===== config.mk =====
export PLATFORM = sky130hd
export DESIGN_NAME = pwm_bank
export DESIGN_NICKNAME = d
export VERILOG_FILES = /design/src/rtl/pwm_pkg.sv /design/src/rtl/pwm_wr_decode.sv /design/src/rtl/pwm_rd_mux.sv /design/src/rtl/pwm_channel.sv /design/src/rtl/pwm_bank.sv
export SDC_FILE = /design/constraint.sdc
export NUM_CORES = 2
export LEC_CHECK = 0
export ABC_CLOCK_PERIOD_IN_PS = 2400
export BUFFER_PORTS_ARGS = -buffer_cell sky130_fd_sc_hd__buf_2
export CAP_MARGIN = 20
export CELL_PAD_IN_SITES_DETAIL_PLACEMENT = 1
export CELL_PAD_IN_SITES_GLOBAL_PLACEMENT = 2
export CORE_ASPECT_RATIO = 1.25
export CORE_MARGIN = 3
export CORE_UTILIZATION = 25
export CTS_CLUSTER_DIAMETER = 100
export CTS_CLUSTER_SIZE = 12
export DETAILED_ROUTE_END_ITERATION = 10
export GPL_TIMING_DRIVEN = 0
export PLACE_DENSITY_LB_ADDON = 0.1
export SLEW_MARGIN = 20
export SYNTH_ARGS = -nofsm -noshare
export SYNTH_HDL_FRONTEND = slang
export SYNTH_SLANG_ARGS = --single-unit

===== constraint.sdc =====
create_clock -name clk -period 2.4 [get_ports clk]
set_clock_uncertainty 0.05 [all_clocks]
set_input_delay 0.48 -clock clk [delete_from_list [all_inputs] [get_ports clk]]
set_output_delay 0.48 -clock clk [all_outputs]
set_load 0.01 [all_outputs]

===== src/rtl/pwm_pkg.sv =====
// Shared definitions for the PWM timer bank: register word map and the
// per-channel control field layout. Assumes a stride of four words per channel.
package pwm_pkg;

    // Global strobe / status words
    localparam int unsigned ADDR_START = 0;
    localparam int unsigned ADDR_STOP  = 1;
    localparam int unsigned ADDR_RUN   = 2;

    // Field offsets inside a channel's four-word window (window k+1 = channel k)
    localparam logic [1:0] FLD_CTRL = 2'd0;
    localparam logic [1:0] FLD_DUTY = 2'd1;
    localparam logic [1:0] FLD_PER  = 2'd2;
    localparam logic [1:0] FLD_CNT  = 2'd3;

    // Control field: bit 0 output enable, bit 1 idle-high, bit 2 abrupt stop
    typedef struct packed {
        logic abrupt;
        logic idle_high;
        logic out_en;
    } chan_ctrl_t;

    localparam int unsigned CTRL_W = $bits(chan_ctrl_t);

endpackage


===== src/rtl/pwm_wr_decode.sv =====
// Write-side address decoder. Turns one bus write into per-channel field
// strobes plus start/stop bit vectors. Assumes AW is wide enough to hold
// 4 + 4*NCH words and that NCH does not exceed DW.
module pwm_wr_decode
    import pwm_pkg::*;
#(
    parameter int unsigned NCH = 8,
    parameter int unsigned AW  = 8,
    parameter int unsigned DW  = 16
) (
    input  logic           wr_en,
    input  logic [AW-1:0]  wr_addr,
    input  logic [NCH-1:0] wr_bits,
    output logic [NCH-1:0] start_stb,
    output logic [NCH-1:0] stop_stb,
    output logic [NCH-1:0] ctrl_we,
    output logic [NCH-1:0] duty_we,
    output logic [NCH-1:0] per_we,
    output logic [NCH-1:0] cnt_we
);
    localparam int unsigned WW = AW - 2;

    logic [WW-1:0] win;
    logic [1:0]    fld;

    assign win = wr_addr[AW-1:2];
    assign fld = wr_addr[1:0];

    // Global strobe words: only the set bits of the data act
    always_comb begin
        start_stb = (wr_en && wr_addr == AW'(ADDR_START)) ? wr_bits : '0;
        stop_stb  = (wr_en && wr_addr == AW'(ADDR_STOP))  ? wr_bits : '0;
    end

    // Per-channel field write enables
    for (genvar i = 0; i < NCH; i++) begin : g_dec
        logic hit;
        assign hit        = wr_en && (win == WW'(i + 1));
        assign ctrl_we[i] = hit && (fld == FLD_CTRL);
        assign duty_we[i] = hit && (fld == FLD_DUTY);
        assign per_we[i]  = hit && (fld == FLD_PER);
        assign cnt_we[i]  = hit && (fld == FLD_CNT);
    end

endmodule


===== src/rtl/pwm_rd_mux.sv =====
// Combinational read-back multiplexer. Returns the running flags for the
// global words and the written control/duty/period or the live counter for
// channel windows; unmapped words read zero. Assumes NCH <= DW.
module pwm_rd_mux
    import pwm_pkg::*;
#(
    parameter int unsigned NCH = 8,
    parameter int unsigned AW  = 8,
    parameter int unsigned DW  = 16
) (
    input  logic [AW-1:0]              rd_addr,
    input  logic [NCH-1:0]             run,
    input  logic [NCH-1:0][CTRL_W-1:0] ctrl,
    input  logic [NCH-1:0][DW-1:0]     duty,
    input  logic [NCH-1:0][DW-1:0]     per,
    input  logic [NCH-1:0][DW-1:0]     cnt,
    output logic [DW-1:0]              rd_data
);
    localparam int unsigned WW = AW - 2;

    logic [WW-1:0] win;
    logic [1:0]    fld;

    assign win = rd_addr[AW-1:2];
    assign fld = rd_addr[1:0];

    // Select the addressed word
    always_comb begin
        rd_data = '0;
        if (win == '0) begin
            if (fld != 2'd3) rd_data[NCH-1:0] = run;
        end
        for (int i = 0; i < NCH; i++) begin
            if (win == WW'(i + 1)) begin
                case (fld)
                    FLD_CTRL: rd_data[CTRL_W-1:0] = ctrl[i];
                    FLD_DUTY: rd_data = duty[i];
                    FLD_PER:  rd_data = per[i];
                    default:  rd_data = cnt[i];
                endcase
            end
        end
    end

endmodule


===== src/rtl/pwm_channel.sv =====
// One timer channel: up-counter, shadowed duty/period compare, stop and
// gate handling, pin level. Assumes start and stop never strobe in the
// same cycle (they come from different bus words).
module pwm_channel
    import pwm_pkg::*;
#(
    parameter int unsigned CW = 16
) (
    input  logic              clk,
    input  logic              rst_n,
    input  logic              start,
    input  logic              stop,
    input  logic              ctrl_we,
    input  logic              duty_we,
    input  logic              per_we,
    input  logic              cnt_we,
    input  logic [CW-1:0]     wdata,
    output chan_ctrl_t        ctrl_q,
    output logic [CW-1:0]     duty_q,
    output logic [CW-1:0]     per_q,
    output logic [CW-1:0]     cnt_q,
    output logic              run_q,
    output logic              pin
);
    chan_ctrl_t    ctrl_d;
    logic [CW-1:0] duty_sh;
    logic [CW-1:0] per_sh;
    logic          stop_pend;
    logic          gate_hold;
    logic          wrap;
    logic          in_pulse;
    logic          oe_fall;

    assign ctrl_d  = chan_ctrl_t'(wdata[CTRL_W-1:0]);
    assign wrap    = run_q && (cnt_q == per_sh);
    assign oe_fall = ctrl_we && ctrl_q.out_en && !ctrl_d.out_en;

    // Software-visible fields
    always_ff @(posedge clk) begin
        if (!rst_n) begin
            ctrl_q <= '0;
            duty_q <= '0;
            per_q  <= '0;
        end else begin
            if (ctrl_we) ctrl_q <= ctrl_d;
            if (duty_we) duty_q <= wdata;
            if (per_we)  per_q  <= wdata;
        end
    end

    // Compare shadow: follows the fields while stopped, reloads at each wrap
    always_ff @(posedge clk) begin
        if (!rst_n) begin
            duty_sh <= '0;
            per_sh  <= '0;
        end else if (!run_q || wrap) begin
            duty_sh <= duty_q;
            per_sh  <= per_q;
        end
    end

    // Run state with abrupt or end-of-period stop
    always_ff @(posedge clk) begin
        if (!rst_n) begin
            run_q     <= 1'b0;
            stop_pend <= 1'b0;
        end else if (start) begin
            run_q     <= 1'b1;
            stop_pend <= 1'b0;
        end else if (stop && run_q) begin
            if (ctrl_q.abrupt) begin
                run_q     <= 1'b0;
                stop_pend <= 1'b0;
            end else begin
                stop_pend <= 1'b1;
            end
        end else if (wrap && stop_pend) begin
            run_q     <= 1'b0;
            stop_pend <= 1'b0;
        end
    end

    // Counter: direct load wins, else count and wrap while running
    always_ff @(posedge clk) begin
        if (!rst_n) begin
            cnt_q <= '0;
        end else if (cnt_we) begin
            cnt_q <= wdata;
        end else if (run_q) begin
            cnt_q <= wrap ? '0 : cnt_q + 1'b1;
        end
    end

    // Keep the pin gated on until the period ends after a graceful gate-off
    always_ff @(posedge clk) begin
        if (!rst_n) begin
            gate_hold <= 1'b0;
        end else if (!run_q || wrap) begin
            gate_hold <= 1'b0;
        end else if (oe_fall && !ctrl_d.abrupt) begin
            gate_hold <= 1'b1;
        end
    end

    // Pin level: idle level flipped inside the active window
    assign in_pulse = (cnt_q >= duty_sh) && (cnt_q < per_sh);
    assign pin      = ctrl_q.idle_high ^
                      (run_q && in_pulse && (ctrl_q.out_en || gate_hold));

endmodule


===== src/rtl/pwm_bank.sv =====
// Top of the PWM timer bank: write decoder, NCH timer channels and the
// read-back multiplexer. Counters tick on every clock while running.
// Assumes NCH <= DW and 4 + 4*NCH <= 2**AW.
module pwm_bank
    import pwm_pkg::*;
#(
    parameter int unsigned NCH = 8,
    parameter int unsigned AW  = 8,
    parameter int unsigned DW  = 16
) (
    input  logic           clk,
    input  logic           rst_n,
    input  logic           wr_en,
    input  logic [AW-1:0]  wr_addr,
    input  logic [DW-1:0]  wr_data,
    input  logic [AW-1:0]  rd_addr,
    output logic [DW-1:0]  rd_data,
    output logic [NCH-1:0] pwm_out,
    output logic [NCH-1:0] run_stat
);
    logic [NCH-1:0]             start_stb, stop_stb;
    logic [NCH-1:0]             ctrl_we, duty_we, per_we, cnt_we;
    logic [NCH-1:0][CTRL_W-1:0] ctrl_arr;
    logic [NCH-1:0][DW-1:0]     duty_arr, per_arr, cnt_arr;
    logic [NCH-1:0]             idle_vec, abrupt_vec;

    pwm_wr_decode #(.NCH(NCH), .AW(AW), .DW(DW)) u_dec (
        .wr_en     (wr_en),
        .wr_addr   (wr_addr),
        .wr_bits   (wr_data[NCH-1:0]),
        .start_stb (start_stb),
        .stop_stb  (stop_stb),
        .ctrl_we   (ctrl_we),
        .duty_we   (duty_we),
        .per_we    (per_we),
        .cnt_we    (cnt_we)
    );

    for (genvar i = 0; i < NCH; i++) begin : g_chan
        chan_ctrl_t c_q;

        pwm_channel #(.CW(DW)) u_chan (
            .clk     (clk),
            .rst_n   (rst_n),
            .start   (start_stb[i]),
            .stop    (stop_stb[i]),
            .ctrl_we (ctrl_we[i]),
            .duty_we (duty_we[i]),
            .per_we  (per_we[i]),
            .cnt_we  (cnt_we[i]),
            .wdata   (wr_data),
            .ctrl_q  (c_q),
            .duty_q  (duty_arr[i]),
            .per_q   (per_arr[i]),
            .cnt_q   (cnt_arr[i]),
            .run_q   (run_stat[i]),
            .pin     (pwm_out[i])
        );

        assign ctrl_arr[i]   = c_q;
        assign idle_vec[i]   = c_q.idle_high;
        assign abrupt_vec[i] = c_q.abrupt;
    end

    pwm_rd_mux #(.NCH(NCH), .AW(AW), .DW(DW)) u_rd (
        .rd_addr (rd_addr),
        .run     (run_stat),
        .ctrl    (ctrl_arr),
        .duty    (duty_arr),
        .per     (per_arr),
        .cnt     (cnt_arr),
        .rd_data (rd_data)
    );

endmodule


# Word level (Yosys, flattened, before mapping)
# Cells that the tools add are included.
[word_totals]
reg_bits = 688
output_inout_bits = 32
[classes]
n_addsub = 8
magnitude_cmp = 16
eq_ne = 39
mux = 100
bitwise = 9
n_reduce_logical = 192
[op_table]
columns = ["cell", "n"]
rows = [
  ["$mux 16", 32],
  ["$pmux 13 s3", 8],
  ["$add 16x1->16 const B", 8],
  ["$eq 16x16->1", 8],
  ["$ge 16x16->1", 8],
  ["$lt 16x16->1", 8],
  ["$logic_and 1x1->1", 114],
  ["$pmux 3 s3", 8],
  ["$eq 6x3->1 const B", 8],
  ["$mux 1", 48],
  ["$mux 8", 4],
  ["$reduce_bool 2->1", 16],
  ["$reduce_or 2->1", 16],
  ["$eq 6x2->1 const B", 4],
  ["$ne 3x2->1 const B", 8],
  ["$reduce_bool 3->1", 8],
  ["$logic_or 1x1->1", 16],
  ["$reduce_and 2->1", 8],
  ["$eq 6x1->1 const B", 2],
  ["$eq 6x4->1 const B", 2],
  ["$logic_not 1->1", 10],
  ["$eq 8x1->1 const B", 1],
  ["$logic_not 8->1", 1],
  ["$xor 1x1->1", 8],
  ["6 further kinds", 10],
]

# Depth between registers and ports, before layout
[depth]
word_depth = 19
ltp_mapped = 10

# Hierarchy
# From an unflattened synthesis, not the netlist that was laid out.
[hier_totals]
hier_cells = 4462
hier_area_um2 = 39604.2
[by_module_without_submodules]
columns = ["mod", "n_inst", "cells_each", "area_per_inst_um2", "seq_area_each_um2"]
rows = [
  ["pwm_channel", 8, 490, 4399.2, 1721.7],
  ["pwm_rd_mux", 1, 462, 3782.4, 0.0],
  ["pwm_wr_decode", 1, 80, 628.1, 0.0],
]

# Least setup slack after synthesis
# No wires, ideal clock.
[synth_timing]
path_type = "reg-to-output"
from = "register g_chan[2].u_chan.cnt_q[4]"
to = "output port pwm_out[2]"
arrival_ns = 2.085
required_time_ns = 1.870
setup_slack_ns = -0.215
path_stages_with_launch = 9
path_buffers = 1
cell_sequence = "dfxtp_1 ha_1 a21o_1 a2111oi_0 o21a_1 o221ai_1 o311ai_0 xnor2_1 buf_4"
[synth_via]
elab_chain_len = 5
word_cells_on_any_way = 6
[synth_lines]
columns = ["item", "line", "rtl"]
rows = [
  ["start: declaration", "pwm_channel.sv:21", "output logic [CW-1:0] cnt_q,"],
  ["start signal: assignment", "pwm_channel.sv:88", "cnt_q <= wdata;"],
  ["start signal: assignment", "pwm_channel.sv:90", "cnt_q <= wrap ? '0 : cnt_q + 1'b1;"],
  ["$ge 16x16->1 or $lt 16x16->1 (tied branches)", "pwm_channel.sv:106", "assign in_pulse = (cnt_q >= duty_sh) && (cnt_q < per_sh);"],
  ["$logic_and 1x1->1 *", "pwm_channel.sv:106", ""],
  ["$logic_and 1x1->1 * (2 in series)", "pwm_channel.sv:108", "(run_q && in_pulse && (ctrl_q.out_en || gate_hold));"],
  ["$xor 1x1->1 *", "pwm_channel.sv:107", "assign pin = ctrl_q.idle_high ^"],
  ["end: declaration", "pwm_bank.sv:18", "output logic [NCH-1:0] pwm_out,"],
]
# Every way passes the cells marked *; elsewhere a longest branch is shown, timed or not.

# Final worst setup path
[layout_timing]
from = "register g_chan[2].u_chan.cnt_q[13]"
to = "output port pwm_out[2]"
# The elaborated chain is that of the path after synthesis.

==> flow_summary_export.csv <==
group,metric,value,unit
status,status,"complete, but fails checks",
status,failed_checks,"setup timing",
place,dp_hpwl,176,mm
setup_path,reg2reg_depth,10,
setup_path,crit_type,"register to output pin",
setup_path,worstPathMaxFanout,7,
sta,report.final.setup_viol,61,
pwr,p_sw_share,29.1,%
floorplanning,die_h,440,um
hold_path,hold_path_depth,3,
sta,slew_headroom,9.55,%
sta,hold_viol,0,
sta,fin_crit,3.34,ns
synth,synth_area_leaders,"dfxtp_1 37%, nand2_1 12%, ha_1 8.8%",
sta,hold_slack,0.200,ns
grt,grt_max_degree,14,
hold_path,hold_start,"wr_data[3]",
routing,drt-wirelength-per-cell,32.7,um
routing,drt-total-wl,238,mm
clocking,clock_sinks,688,
synth,synthTopCellsByCount,"1,173 x nand2_1, 688 x dfxtp_1, 652 x a21oi_1",
floorplanning,dieArea,156000,um2
sta,slew_violations,0,
clocking,ctsHoldBuffers,0,
pwr,clkPwrFrac,43.6,%
final_layout,seq_area,14200,um2
setup_path,cp-end-kind,"output pin",
routing,vias_per_cell,5.45,
sta,tns,-21.03,ns
grt,grt_pass1_vias,39100,
clocking,cts-root-buf,"clkbuf_16",
hold_path,hp-class,"input pin to register",
floorplanning,floorplan.initialDensity,25.3,%
clocking,clockBufferDepth,3,
synth,synth_enable_flop_cells,0,
pwr,internal_power,17.0,mW
hold_path,hold_end,"g_chan[3].u_chan.run_q",
final_layout,area_growth,31.4,%
routing,drtIter0Drc,3295,
routing,drc,0,
floorplanning,ios,67,
sta,rsz0062_at_grt,"true",
grt,grt-ovfl-total,0,
synth,syn_inst,4920,
grt,antenna_found_initial,21,
setup_path,r2r_setup_slack,-0.13,ns
clocking,clk_pin_slew,0.07,ns
routing,first_pass_iters,5,
floorplanning,num_rows,158,
floorplanning,coreArea,149000,um2
synth,synth_ff_type,"dfxtp_1",
synth,async_flop_share,0,%
final_layout,stdcell_count,7271,
synth,synth_nets,5219,
final_layout,drive_above_1_share,26.4,%
sta,setup_ws,-0.943,ns
grt,grt_first_pass_wirelength,322,mm
setup_path,r2r_end,"g_chan[4].u_chan.duty_sh[7]",
setup_path,cp_data_required_time,1.87,ns
final_layout,fillers,17500,
pwr,sequentialPowerShare,47.2,%
pwr,p_leak,17.0,nW
clocking,insertion_delay,0.71,ns
synth,ys_warn_count,0,
synth,avgSynthCellArea,7.67,um2
clocking,htreeDepth,3,
sta,worst_pin_slew,1.36,ns
synth,synth_top_area_share,36.5,%
setup_path,cp-start-kind,"register",
synth,ys_seq_area_share,36.5,%
final_layout,fin_util,33.3,%
place,place_ws,-2.24,ns
grt,track_usage,29.5,%
synth,yosysTopAreaCell,"dfxtp_1",
routing,ant_nets,0,
synth,syn_area,37700,um2
pwr,power_density,485,nW/um2
synth,ys_seq_elements,688,
clocking,numCtsBuffers,67,
final_layout,layout.nets,5551,
place,finalWeightedCongestion,0.989,
floorplanning,die_width,353,um
final_layout,multi_input_area,24700,um2
setup_path,crit_arrival,2.81,ns
place,place_inst,6999,
clocking,cts_tree,"yes",
routing,vias,39600,
synth,synthDistinctLibCells,81,
sta,max_freq,0.299,GHz
synth,yosysMostFrequentCell,"nand2_1",
pwr,p_comb_share,9.2,%
place,portBuffers,57,
job,max_cap_violations,0,
setup_path,worstReg2RegStart,"g_chan[4].u_chan.cnt_q[15]",
pwr,irDropWorstVdd,0.458,mV
pwr,p_switching,7.01,mW
sta,min_period_over_period,139,%
## logic make-up after synthesis
group                      synth area share (%)
AOI/OAI and AO/OA                          19.6
xor gates and xnor gates                  0.766
adders and majority gates                  8.76
buffers and inverters                      6.67
DFF                                        36.5
muxes                                      6.08
and+or+nand+nor                            21.6
## metrics by stage
stage	total power [mW]	cell area, um2
floorplan	12.3	37800
global placement	13.4	40600
detailed placement	13.5	41200
CTS	24.1	46700
global route	24.6	49500
finish	24.0	49600
## state kept, by name, indices dropped and copies added, names as in the netlist
register                 count
g_chan.u_chan.per_sh       128
g_chan.u_chan.gate_hold      8
g_chan.u_chan.per_q        128
g_chan.u_chan.duty_sh      128
g_chan.u_chan.cnt_q        128
g_chan.u_chan.run_q          8
g_chan.u_chan.duty_q       128
g_chan.u_chan.stop_pend      8
g_chan.u_chan.ctrl_q        24
## power groups by stage
stage,Sequential [mW],Clock [mW],Combinational [mW]
detailed placement,11.7,0,1.82
finish,11.3,10.5,2.21
global placement,11.7,0,1.70
floorplan,11.7,0,0.617
CTS,11.4,10.7,2.05
global route,11.3,11.1,2.18
## area by class of cell
cell class / count / area share (%)
timing repair buffer: 277 / 6.05
clock buffer: 74 / 3.54
sequential: 688 / 28.7
antenna: 8 / 0.0404
tap: 2000 / 5.05
inverter: 289 / 2.20
buffer: 320 / 4.41
clock inverter: 6 / 0.121
multi-input combinational: 3609 / 49.9
## critical path: stages, from the launching register on
cell	delay, ns
dfxtp_2	0.45
ha_1	0.28
nand4_1	0.26
a21oi_1	0.16
nor4b_2	0.40
o311ai_4	0.16
xnor2_2	0.24
buf_2	0.17
## placed cells by master (no fill, tap or decap), types with 63 or more instances in the layout
cell          n
mux2_2       69
buf_6        63
a21oi_2      83
inv_1       259
a21oi_1     565
ha_4         65
clkbuf_1    117
nand3_1     108
nand2_1    1104
buf_4       153
clkbuf_2     75
dfxtp_1     511
buf_2        69
o21ai_0     150
a22oi_2      68
clkbuf_16    78
nor2_1      221
dfxtp_2      90
dfxtp_4      87
ha_1        198
## how the worst max path moves through the flow
stage | startpoint | end | slack (ns) | depth (start not counted)
after floorplan | rd_addr[5] | rd_data[3] | -0.002 | 6
after global placement | rd_addr[1] | rd_data[10] | -2.21 | 9
after detailed placement | rd_addr[1] | rd_data[10] | -2.24 | 9
after CTS | g_chan[2].u_chan.cnt_q[4] | pwm_out[2] | -0.99 | 8
after global routing | g_chan[2].u_chan.cnt_q[4] | pwm_out[2] | -1.06 | 8
final | g_chan[2].u_chan.cnt_q[13] | pwm_out[2] | -0.94 | 7
## routing by layer
metal  vias to the layer above  part of all wire [%]  track usage, %
met1                     20100                    42            36.7
met5                         -                 0.015               0
met4                         6                   5.6            14.4
met2                      1300                    47            50.0
met3                       429                   5.5            4.02
li1                      17700                     -               -
## repair_timing
item / in CTS / in global routing
endpoints found under the setup margin: 482 / 301
cloned: 2 / 10
gates resized for setup: 771 / 539
setup buffers: 120 / 69
pin swaps: 134 / 221
Power figures use the tool's default switching activity.
